<file path="src/rtl/fti_pkg.sv">
package fti_pkg;
   localparam int NSRC    = 5;
   localparam int NERR    = 3;
   // status bit positions
   localparam int B_TXE   = 0;
   localparam int B_TXO   = 1;
   localparam int B_RXU   = 2;
   localparam int B_RXO   = 3;
   localparam int B_RXF   = 4;

   typedef enum logic [1:0] {
      SEL_TX_THR = 2'd0,
      SEL_RX_THR = 2'd1,
      SEL_MASK   = 2'd2,
      SEL_NONE   = 2'd3
   } wsel_e;
endpackage

</file>
<file path="src/rtl/fti_thr_reg.sv">
module fti_thr_reg #(
   parameter int DEPTH = 16,
   parameter int WR_W  = 16,
   localparam int THR_W = $clog2(DEPTH)
) (
   input  logic             clk,
   input  logic             rst_n,
   input  logic             wr_stb,
   input  logic [WR_W-1:0]  wr_data,
   output logic [THR_W-1:0] thr_q
);
   logic fits;
   assign fits = (wr_data < WR_W'(DEPTH));

   always_ff @(posedge clk or negedge rst_n) begin
      if (!rst_n)            thr_q <= '0;
      else if (wr_stb && fits) thr_q <= wr_data[THR_W-1:0];
   end

   p_reject_keeps_r5: assert property (@(posedge clk) disable iff (!rst_n)
      (wr_stb && !fits) |=> $stable(thr_q));
   p_accept_loads_r5: assert property (@(posedge clk) disable iff (!rst_n)
      (wr_stb && fits) |=> (WR_W'(thr_q) == $past(wr_data)));
endmodule

</file>
<file path="src/rtl/fti_err_bank.sv">
module fti_err_bank #(
   parameter int N = 3
) (
   input  logic         clk,
   input  logic         rst_n,
   input  logic         en,
   input  logic         clr,
   input  logic [N-1:0] evt,
   output logic [N-1:0] flags
);
   for (genvar i = 0; i < N; i++) begin : g_flag
      always_ff @(posedge clk or negedge rst_n) begin
         if (!rst_n)       flags[i] <= 1'b0;
         else if (!en)     flags[i] <= 1'b0;
         else if (evt[i])  flags[i] <= 1'b1;
         else if (clr)     flags[i] <= 1'b0;
      end

      p_sticky_r9: assert property (@(posedge clk) disable iff (!rst_n)
         (flags[i] && en && !clr) |=> flags[i]);
      p_event_wins_r9: assert property (@(posedge clk) disable iff (!rst_n)
         (evt[i] && en) |=> flags[i]);
      p_disable_clears_r10: assert property (@(posedge clk) disable iff (!rst_n)
         !en |=> !flags[i]);
   end
endmodule

</file>
<file path="src/rtl/fti_status.sv">
module fti_status
   import fti_pkg::*;
#(
   parameter int LVL_W = 5,
   parameter int THR_W = 4
) (
   input  logic             clk,
   input  logic             rst_n,
   input  logic             mask_wr,
   input  logic [NSRC-1:0]  mask_data,
   input  logic [LVL_W-1:0] tx_lvl,
   input  logic [LVL_W-1:0] rx_lvl,
   input  logic [THR_W-1:0] tx_thr,
   input  logic [THR_W-1:0] rx_thr,
   input  logic [NERR-1:0]  err,
   output logic [NSRC-1:0]  mask_q,
   output logic [NSRC-1:0]  raw,
   output logic [NSRC-1:0]  masked,
   output logic             irq
);
   always_ff @(posedge clk or negedge rst_n) begin
      if (!rst_n)       mask_q <= '1;
      else if (mask_wr) mask_q <= mask_data;
   end

   always_comb begin
      raw        = '0;
      raw[B_TXE] = (tx_lvl <= LVL_W'(tx_thr));
      raw[B_TXO] = err[0];
      raw[B_RXU] = err[1];
      raw[B_RXO] = err[2];
      raw[B_RXF] = (rx_lvl > LVL_W'(rx_thr));
   end

   assign masked = raw & mask_q;
   assign irq    = |masked;

   p_mask_zero_quiet_r11: assert property (@(posedge clk) disable iff (!rst_n)
      (mask_q == '0) |-> !irq);
   p_mask_load_r11: assert property (@(posedge clk) disable iff (!rst_n)
      mask_wr |=> (mask_q == $past(mask_data)));
endmodule

</file>
<file path="src/rtl/fifo_thresh_irq.sv">
module fifo_thresh_irq
   import fti_pkg::*;
#(
   parameter int DEPTH = 16,
   parameter int WR_W  = 16,
   localparam int LVL_W = $clog2(DEPTH + 1),
   localparam int THR_W = $clog2(DEPTH)
) (
   input  logic             clk,
   input  logic             rst_n,
   input  logic             en_i,
   input  logic [LVL_W-1:0] tx_level_i,
   input  logic [LVL_W-1:0] rx_level_i,
   input  logic             tx_push_i,
   input  logic             rx_push_i,
   input  logic             rx_pop_i,
   input  logic             wr_en_i,
   input  logic [1:0]       wr_sel_i,
   input  logic [WR_W-1:0]  wr_data_i,
   input  logic             clr_rd_i,
   output logic [LVL_W-1:0] tx_lvl_o,
   output logic [LVL_W-1:0] rx_lvl_o,
   output logic [THR_W-1:0] tx_thr_o,
   output logic [THR_W-1:0] rx_thr_o,
   output logic [NSRC-1:0]  mask_o,
   output logic [NSRC-1:0]  raw_o,
   output logic [NSRC-1:0]  masked_o,
   output logic             irq_o
);
   if (DEPTH < 2 || DEPTH > 256) begin : g_bad_depth
      $error("fifo_thresh_irq: DEPTH must lie in 2..256");
   end
   if (WR_W <= THR_W || WR_W < NSRC) begin : g_bad_wr_w
      $error("fifo_thresh_irq: WR_W too narrow");
   end

   localparam logic [LVL_W-1:0] FULL_LVL = LVL_W'(DEPTH);

   always_ff @(posedge clk or negedge rst_n) begin
      if (!rst_n) begin
         tx_lvl_o <= '0;
         rx_lvl_o <= '0;
      end else begin
         tx_lvl_o <= tx_level_i;
         rx_lvl_o <= rx_level_i;
      end
   end

   wsel_e sel;
   assign sel = wsel_e'(wr_sel_i);

   logic [NERR-1:0] evt, err;
   assign evt[0] = tx_push_i && (tx_level_i == FULL_LVL);
   assign evt[1] = rx_pop_i  && (rx_level_i == '0);
   assign evt[2] = rx_push_i && (rx_level_i == FULL_LVL);

   fti_thr_reg #(.DEPTH(DEPTH), .WR_W(WR_W)) u_tx_thr (
      .clk(clk), .rst_n(rst_n),
      .wr_stb(wr_en_i && sel == SEL_TX_THR),
      .wr_data(wr_data_i), .thr_q(tx_thr_o));

   fti_thr_reg #(.DEPTH(DEPTH), .WR_W(WR_W)) u_rx_thr (
      .clk(clk), .rst_n(rst_n),
      .wr_stb(wr_en_i && sel == SEL_RX_THR),
      .wr_data(wr_data_i), .thr_q(rx_thr_o));

   fti_err_bank #(.N(NERR)) u_err (
      .clk(clk), .rst_n(rst_n), .en(en_i), .clr(clr_rd_i),
      .evt(evt), .flags(err));

   fti_status #(.LVL_W(LVL_W), .THR_W(THR_W)) u_stat (
      .clk(clk), .rst_n(rst_n),
      .mask_wr(wr_en_i && sel == SEL_MASK),
      .mask_data(wr_data_i[NSRC-1:0]),
      .tx_lvl(tx_lvl_o), .rx_lvl(rx_lvl_o),
      .tx_thr(tx_thr_o), .rx_thr(rx_thr_o),
      .err(err), .mask_q(mask_o), .raw(raw_o),
      .masked(masked_o), .irq(irq_o));

   p_txovf_sets_r6: assert property (@(posedge clk) disable iff (!rst_n)
      (en_i && tx_push_i && tx_level_i == FULL_LVL) |=> raw_o[B_TXO]);
   p_rxund_sets_r7: assert property (@(posedge clk) disable iff (!rst_n)
      (en_i && rx_pop_i && rx_level_i == '0) |=> raw_o[B_RXU]);
   p_rxovf_sets_r8: assert property (@(posedge clk) disable iff (!rst_n)
      (en_i && rx_push_i && rx_level_i == FULL_LVL) |=> raw_o[B_RXO]);
   p_level_copy_r2: assert property (@(posedge clk) disable iff (!rst_n)
      1'b1 |=> (tx_lvl_o == $past(tx_level_i)));
endmodule

</file>
<file path="config.mk">
export PLATFORM = sky130hd
export DESIGN_NAME = fifo_thresh_irq
export DESIGN_NICKNAME = d
export VERILOG_FILES = /design/src/rtl/fti_pkg.sv /design/src/rtl/fti_thr_reg.sv /design/src/rtl/fti_err_bank.sv /design/src/rtl/fti_status.sv /design/src/rtl/fifo_thresh_irq.sv
export SDC_FILE = /design/constraint.sdc
export NUM_CORES = 1
export LEC_CHECK = 0
export ABC_AREA = 1
export BUFFER_PORTS_ARGS = -buffer_cell sky130_fd_sc_hd__buf_4
export CAP_MARGIN = 20
export CELL_PAD_IN_SITES_DETAIL_PLACEMENT = 0
export CELL_PAD_IN_SITES_GLOBAL_PLACEMENT = 1
export CORE_UTILIZATION = 30
export CTS_BUF_LIST = sky130_fd_sc_hd__clkbuf_8 sky130_fd_sc_hd__clkbuf_16
export DETAILED_ROUTE_END_ITERATION = 10
export HOLD_SLACK_MARGIN = 0.03
export PLACE_DENSITY_LB_ADDON = 0.1
export SLEW_MARGIN = 20
export SYNTH_ARGS = -nofsm -noshare
export SYNTH_HDL_FRONTEND = slang
export SYNTH_SLANG_ARGS = --single-unit
</file>
<file path="constraint.sdc">
create_clock -name clk -period 1.6 [get_ports clk]
set_input_delay 0.32 -clock clk [delete_from_list [all_inputs] [get_ports clk]]
set_output_delay 0.32 -clock clk [all_outputs]
set_load 0.05 [all_outputs]
</file>
==> impl_metrics.toml, run 1 <==
[run_status]
status = "complete, but fails checks"
violations = "setup timing"

[cts]
cts_htree_levels = 1
clk_latency_ps = 270
root_buffer = "clkbuf_8"
cts_tree = "yes"
cts_buffers = 3
path_clk_slew_ps = 90
clock_sinks = 26
clock_path_buffers = 2

[die]
die_width_um = 67.4
die-height_um = 67.4
core_um2 = 4060
initial_core_util_pct = 31.6
rows = 23
io_pins = 70
die-area_um2 = 4540

[worst_setup_path]
rr_worst_depth = 4
path_class = "reg2out"
crit_buf_inv = 1
crit_required_ps = 1280
start_kind = "flip-flop"
critPathLaunch = "tx_lvl_o[3]$_DFF_PN0_"
cpMostUsedCell = "nand2_4"
arrival_ps = 1630
slowest_delay_ps = 430
cp_max_fo = 2
cp_cell_sequence = "ha_4, nand2_4, nor2_2, nor2_1, nand2_2, nand2_4, nand2_4, nand3_4, buf_8"
rr_startpoint = "u_tx_thr.thr_q[2]$_DFFE_PN0P_"
slowest_stage = "dfrtp_2"
cpLargestDelayFamily = "simple AND/OR/NAND/NOR gates"
cp_num_cells = 9
end_kind = "primary output"

[detailed_routing]
routed_wl_um = 3290
wl_per_cell_um = 11.6
drt_first_iter_violations = 38
via_per_inst = 4.34
vias = 1228
dr.pass1.iters = 4
route.detailed.drc = 0
ant_nets = 0

[synth]
syn_area_um2 = 1280
synth.net_count = 193
synth-edff-count = 0
synth_area_leaders = "dfrtp_1 (41%), dfstp_2 (10%), inv_1 (9.4%)"
yosysWarnings = 0
synthTopCellsByCount = "inv_1 (32), nand2_1 (32), dfrtp_1 (21)"
ys_seq_elements = 26
synth_top_cell_area_share_pct = 41.0
async_flop_share_pct = 100
ys_types = 18
ys_seq_area_share_pct = 51.3
syn_area_per_cell_um2 = 8.60
synth_area_leader_cell = "dfrtp_1"
syn_inst = 149
synth_flop_cell = "dfrtp_1"

[sta]
finalSetupTns_ps = -1610
rsz0062_at_grt = "yes"
tightest_slew_ps = 333
fin_skew_ps = 0
layout_setup_ws_ps = -349
hold_viol = 0
fmax_ghz = 0.513
min_period_over_period_pct = 122
slew_headroom_pct = 77.8
period_minus_slack_ps = 1950
drv_slew = 0
setup_viol = 5

[placed_design]
portBuffers = 69
gp_congestion = 0.700
dpl.cell_count = 277
dp_hpwl_um = 2670

[global_routing]
antenna_found_initial = 0
grt_pass1_vias = 1193
grt_pass1_wl_um = 5390
track_usage_pct = 16.2
overflow = 0
grt_start_max_net_pins = 27

[cells_and_area]
drive_gt1_share_pct = 58.8
nNetsFinal = 278
areaGrowthSynthToFinish_pct = 74.6
antenna_cells = 0
fin_cells = 283
utilization_pct = 55.1

[power]
vdd_drop_max_uv = 444
p_leak_nw = 1.11
p_per_area_nw_per_um2 = 793

[flow_run]
maxCapViolations = 0

[min_path]
hold_start = "rx_level_i[3]"
hold_depth = 1
hold_path.class = "in2reg"
==> stage by stage <==
stage / total power, mW / setup slack (ps) / instance area (um2) / hold WS [ps]
3_5_place_dp: 1.20 / -128 / 2040 / 254
2_1_floorplan: 1.02 / -352 / 1390 / 24.4
4_1_cts: 1.78 / -364 / 2180 / 147
5_1_grt: 1.86 / -452 / 2240 / 141
3_3_place_gp: 1.20 / -93.7 / 2040 / 246
6_report: 1.77 / -349 / 2240 / 155
==> cell families (layout without fill, tap and decap cells) <==
family	count (synthesis)	after routing	synth area share [%]
and+or+nand+nor	66	66	25.0
AOI/OAI and AO/OA	16	16	6.25
buffers and inverters	33	117	9.67
DFF	26	26	51.3
adders and majority gates	8	8	7.81
==> power by group <==
part,total (mW),internal (mW),switching (mW)
sequential,0.742,0.708,0.0346
clock,0.547,0.335,0.212
combinational,0.485,0.193,0.292
total,1.77,1.24,0.539
==> area by class of cell <==
| cell class | count | area [um2] |
|---|---|---|
| repair buffers | 80 | 641 |
| clock inverters | 1 | 30.0 |
| well taps | 50 | 62.6 |
| inverters | 33 | 131 |
| fillers | 383 | 1820 |
| clock buffers | 3 | 41.3 |
| multi-input cells | 90 | 658 |
| flip-flops and latches | 26 | 673 |
==> cell usage in the layout, fill, tap and decap left out <==
| cell | n |
|---|---|
| buf_4 | 73 |
| nand2_1 | 27 |
| inv_1 | 21 |
| nor2_1 | 13 |
| dfrtp_2 | 13 |
| inv_2 | 10 |
| o21ai_1 | 8 |
| dfrtp_1 | 8 |
| ha_4 | 6 |
| o21ai_0 | 5 |
| dfstp_2 | 5 |
| nand4_1 | 4 |
| nand3_4 | 4 |
| buf_8 | 4 |
| nand2_4 | 3 |
| nor2_4 | 3 |
| nand2_2 | 3 |
| nand3_1 | 3 |
| a21oi_1 | 3 |
| clkbuf_8 | 3 |
| nand3_2 | 2 |
| clkinvlp_4 | 2 |
| ha_1 | 2 |
| buf_6 | 2 |
| nor2_2 | 1 |
| and2_4 | 1 |
| nor3_1 | 1 |
| nor3_4 | 1 |
| bufinv_16 | 1 |
| dlygate4sd3_1 | 1 |
==> layer usage <==
metal | routed length [um] | track usage, %
met1 | 1390 | 20.6
met2 | 1710 | 28.1
met3 | 151 | 2.03
met4 | 37 | 5.59
met5 | 0 | 0
==> worst reg2reg max path, delay by kind of cell (launching register included) <==
family	cells	cell delay, ps
flip-flops	1	410
buffers and inverters	2	250
AO/OA/AOI/OAI	1	60
AND/OR/NAND/NOR	1	50
==> registers in the layout, summed over array words and instances, names as in the netlist <==
register	cells
u_tx_thr.thr_q	4
rx_lvl_o	5
tx_lvl_o	5
u_stat.mask_q	5
u_rx_thr.thr_q	4
u_err.flags	3
==> final timing paths <==
path	endpoint	slack, ps
worst max-delay path	irq_o	-350
worst min-delay path	rx_lvl_o[3]$_DFF_PN0_	160
worst max register to register	u_tx_thr.thr_q[2]$_DFFE_PN0P_	720
worst min register to register	u_stat.mask_q[2]$_DFFE_PN1P_	510
max in group asynchronous	u_stat.mask_q[0]$_DFFE_PN1P_	820
min in group asynchronous	rx_lvl_o[0]$_DFF_PN0_	490
==> repair_timing <==
| action | in CTS | in global routing |
|---|---|---|
| pin swaps | 9 | 4 |
| buffers inserted | 0 | 1 |
| endpoints found under the hold margin | 21 | 0 |
| gates resized for setup | 14 | 11 |
| setup endpoints to repair | 5 | 5 |
| hold buffers | 1 | 0 |
Note: power is estimated with default switching activity, not from simulation.
==> run 2, diff against run 1 <==
--- a/config.mk
+++ b/config.mk
@@ -14,7 +14,7 @@
 export CTS_BUF_LIST = sky130_fd_sc_hd__clkbuf_8 sky130_fd_sc_hd__clkbuf_16
 export DETAILED_ROUTE_END_ITERATION = 10
 export HOLD_SLACK_MARGIN = 0.03
-export PLACE_DENSITY_LB_ADDON = 0.1
+export PLACE_DENSITY = 0.75
 export SLEW_MARGIN = 20
 export SYNTH_ARGS = -nofsm -noshare
 export SYNTH_HDL_FRONTEND = slang
==> impl_metrics.toml, run 2 (synthesis results as in run 1) <==
[run_status]
status = "complete, but fails checks"
violations = "setup timing"

[die]
die_width_um = 67.4
die-height_um = 67.4
io_pins = 70
rows = 23
core_um2 = 4060
die-area_um2 = 4540
initial_core_util_pct = 31.6

[sta]
finalSetupTns_ps = -1670
layout_setup_ws_ps = -361
slew_headroom_pct = 77.4
setup_viol = 5
rsz0062_at_grt = "yes"
drv_slew = 0
period_minus_slack_ps = 1960
min_period_over_period_pct = 123
tightest_slew_ps = 338
fin_skew_ps = 0
holdWs_ps = 155
hold_viol = 0
fmax_ghz = 0.510

[global_routing]
antenna_found_initial = 0
grt_pass1_wl_um = 5330
overflow = 0
grt_pass1_vias = 1169
track_usage_pct = 16.1
grt_start_max_net_pins = 27

[placed_design]
gp_congestion = 0.731
portBuffers = 69
dp_slack_ps = -124
dp_hpwl_um = 2680
dpl.cell_count = 278

[cells_and_area]
antenna_cells = 0
fin_cells = 286
drive_gt1_share_pct = 60.2
final_common_cell = "buf_4"
areaGrowthSynthToFinish_pct = 76.3
final_cell_mix = "buf_4 (76), nand2_1 (25), inv_1 (22), dfrtp_2 (13), nor2_1 (12)"
fillers = 385
top_regs = "rx_lvl_o (5), tx_lvl_o (5), u_stat.mask_q (5)"
nNetsFinal = 281

[cts]
root_buffer = "clkbuf_8"
cts_htree_levels = 1
clock_path_buffers = 2
clock_sinks = 26
cts_tree = "yes"
path_clk_slew_ps = 90
clk_latency_ps = 270
cts_buffers = 3

[worst_setup_path]
end_kind = "primary output"
crit_required_ps = 1280
cpMostUsedCell = "nand2_4"
slowest_delay_ps = 410
start_kind = "flip-flop"
arrival_ps = 1640
path_class = "reg2out"
cp_cell_sequence = "ha_1, inv_1, nor2_2, nand3_2, nand2_2, nand2_4, nand2_4, clkinvlp_4, buf_8"
rr_worst_depth = 4
cp_max_fo = 2
slowest_stage = "dfrtp_2"

[detailed_routing]
wl_per_cell_um = 11.7
ant_nets = 0
dr.pass1.iters = 4
routed_wl_um = 3340
drt_first_iter_violations = 29
via_per_inst = 4.37
route.detailed.drc = 0
vias = 1249

[min_path]
hold_path.class = "in2reg"
hold_depth = 1

[power]
p_leak_nw = 1.13
vdd_drop_max_uv = 383
finalPower_mw = 1.78
p_per_area_nw_per_um2 = 790

[flow_run]
maxCapViolations = 0
run 2: where the power goes:
group | internal (mW) | total [mW] | switching [mW] | leakage (nW)
clock | 0.335 | 0.549 | 0.214 | 0.0357
sequential | 0.708 | 0.744 | 0.0358 | 0.305
combinational | 0.197 | 0.492 | 0.294 | 0.787
total | 1.24 | 1.78 | 0.544 | 1.13
run 2: worst max-delay path, delay by kind of cell (launching register included):
family | cells | cell delay (ps)
simple gates | 5 | 420
flops | 1 | 410
fa+ha+maj | 1 | 270
buf+inv | 3 | 270
run 2: timing repair:
item                       4_1_cts  5_1_grt
setup endpoints to repair        5        5
gates resized for setup         21        6
hold buffers                     1        0
pin swaps                       11        9
hold endpoints to repair        21        0
buffers inserted                 2        1
run 2: area by class of cell:
type / instances / area [um2] / area share [%]
Timing Repair Buffer: 83 / 667 / 29.5
Tap cell: 50 / 62.6 / 2.77
Clock buffer: 3 / 41.3 / 1.83
Clock inverter: 1 / 30.0 / 1.33
Inverter: 33 / 131 / 5.82
Sequential cell: 26 / 673 / 29.8
Multi-Input combinational cell: 90 / 653 / 28.9
run 2: through the flow:
stage / utilization (%) / instance area (um2)
6_report: 55.7 / 2260
3_3_place_gp: 50.5 / 2050
5_1_grt: 55.7 / 2260
3_5_place_dp: 50.5 / 2050
2_1_floorplan: - / 1390
4_1_cts: 55.0 / 2230
run 2: path summary, 6_finish.rpt:
check / slack [ps] / to / from
worst max-delay path: -360 / masked_o[0] / tx_lvl_o[1]$_DFF_PN0_
worst min-delay path: 150 / rx_lvl_o[0]$_DFF_PN0_ / rx_level_i[0]
worst max register to register: 720 / u_tx_thr.thr_q[3]$_DFFE_PN0P_ / u_tx_thr.thr_q[3]$_DFFE_PN0P_
worst min register to register: 510 / u_stat.mask_q[3]$_DFFE_PN1P_ / u_stat.mask_q[3]$_DFFE_PN1P_
max in group asynchronous: 820 / u_stat.mask_q[4]$_DFFE_PN1P_ / rst_n
min in group asynchronous: 480 / rx_lvl_o[0]$_DFF_PN0_ / rst_n
run 2: layer usage:
metal | vias to the layer above | wire [um] | global-route usage (%)
li1 | 639 | - | -
met1 | 575 | 1480 | 21.3
met2 | 30 | 1700 | 26.8
met3 | 5 | 99 | 1.18
met4 | 0 | 59 | 7.18
met5 | - | 0 | 0
==> run 3, diff against run 2 <==
--- a/config.mk
+++ b/config.mk
@@ -15,6 +15,7 @@
 export DETAILED_ROUTE_END_ITERATION = 10
 export HOLD_SLACK_MARGIN = 0.03
 export PLACE_DENSITY = 0.75
+export SKIP_CTS_REPAIR_TIMING = 1
 export SLEW_MARGIN = 20
 export SYNTH_ARGS = -nofsm -noshare
 export SYNTH_HDL_FRONTEND = slang
==> impl_metrics.toml, run 3 (synthesis results as in run 1) <==
[run_status]
status = "complete, but fails checks"
violations = "setup timing"

[sta]
finalSetupTns_ps = -1680
holdWs_ps = 155
layout_setup_ws_ps = -362
setup_viol = 5
rsz0062_at_grt = "yes"
drv_slew = 0
min_period_over_period_pct = 123
slew_headroom_pct = 77.4
fin_skew_ps = 0
tightest_slew_ps = 339
hold_viol = 0
period_minus_slack_ps = 1960
fmax_ghz = 0.510

[global_routing]
grt_pass1_vias = 1137
track_usage_pct = 15.4
grt_pass1_wl_um = 5110
grt_start_max_net_pins = 27
antenna_found_initial = 0
overflow = 0

[die]
core_um2 = 4060
initial_core_util_pct = 31.6
io_pins = 70
die-area_um2 = 4540
rows = 23
die-height_um = 67.4
die_width_um = 67.4

[power]
vdd_drop_max_uv = 383
p_per_area_nw_per_um2 = 791
p_leak_nw = 1.13
finalPower_mw = 1.78

[detailed_routing]
routed-wl-met3_um = 103
via_per_inst = 4.35
vias = 1245
ant_nets = 0
wl_met2_um = 1690
drt_first_iter_violations = 31
routed_wl_um = 3330
top_layer = "met4"
route.detailed.drc = 0
drt-met1-wl_um = 1470
wl_per_cell_um = 11.6
dr.pass1.iters = 4

[cts]
root_buffer = "clkbuf_8"
cts_htree_levels = 1
cts_tree = "yes"
path_clk_slew_ps = 90
clock_sinks = 26
cts_buffers = 3
clock_path_buffers = 2
clk_latency_ps = 270

[worst_setup_path]
start_kind = "flip-flop"
crit_end = "irq_o"
r2r_slack_ps = 720
end_kind = "primary output"
crit_required_ps = 1280
worstReg2RegEnd = "u_tx_thr.thr_q[3]$_DFFE_PN0P_"
rr_worst_depth = 4
arrival_ps = 1640
critPathLaunch = "tx_lvl_o[1]$_DFF_PN0_"
path_class = "reg2out"
rr_startpoint = "u_tx_thr.thr_q[3]$_DFFE_PN0P_"
cp_max_fo = 2

[cells_and_area]
areaGrowthSynthToFinish_pct = 75.4
final_common_cell = "buf_4"
fillers = 381
top_regs = "rx_lvl_o (5), tx_lvl_o (5), u_stat.mask_q (5)"
antenna_cells = 0
drive_gt1_share_pct = 60.2
nNetsFinal = 281
final_cell_mix = "buf_4 (77), nand2_1 (25), inv_1 (22), dfrtp_2 (13), nor2_1 (12)"

[placed_design]
dp_hpwl_um = 2680
portBuffers = 69
gp_congestion = 0.731

[flow_run]
maxCapViolations = 0

[min_path]
hold_path.class = "in2reg"
hold_depth = 1
==> run 3: cell counts in the layout (fill, tap and decap cells not counted) <==
Identical to the previous run, type by type.
==> run 3: report_power, final <==
| group | leakage (nW) | switching [mW] | internal [mW] |
|---|---|---|---|
| clock | 0.0357 | 0.214 | 0.335 |
| combinational | 0.786 | 0.293 | 0.191 |
| sequential | 0.305 | 0.0357 | 0.708 |
| total | 1.13 | 0.543 | 1.23 |
==> run 3: area by class of cell <==
class / count / area [um2] / share of cell area [%]
well taps: 50 / 62.6 / 2.78
inverters: 33 / 131 / 5.85
clock inverters: 1 / 30.0 / 1.34
flip-flops and latches: 26 / 673 / 30.0
multi-input cells: 90 / 653 / 29.1
repair buffers: 83 / 656 / 29.2
clock buffers: 3 / 41.3 / 1.84
==> run 3: how the worst min path moves through the flow <==
stage,startpoint,to,slack [ps]
floorplan,rst_n,rx_lvl_o[0]$_DFF_PN0_,20
global placement,rst_n,rx_lvl_o[4]$_DFF_PN0_,250
detailed placement,rst_n,rx_lvl_o[4]$_DFF_PN0_,250
CTS,rst_n,rx_lvl_o[4]$_DFF_PN0_,-50
global route,rx_level_i[0],rx_lvl_o[0]$_DFF_PN0_,140
finish,rx_level_i[0],rx_lvl_o[0]$_DFF_PN0_,150
==> run 3: worst max-delay path, stage by stage, from the launching register on <==
cell and delay (ps):
dfrtp_2 410, ha_1 270, inv_1 40, nor2_2 110
nand3_2 80, nand2_2 90, nand2_4 60, nand2_4 80
nand3_4 70, buf_8 150
==> run 3: stage by stage <==
stage	util (%)	worst slack [ps]	area (um2)	instances
after global routing	55.4	-455	2250	286
after global placement	50.5	-103	2050	278
final	55.4	-362	2250	286
after detailed placement	50.5	-124	2050	278
after floorplan	-	-352	1390	149
after CTS	52.2	-435	2120	282
==> run 3: metal layers <==
metal	vias to the layer above	track usage, %
li1	638	-
met5	-	0
met1	572	20.2
met2	30	25.6
met3	5	1.18
met4	0	7.18
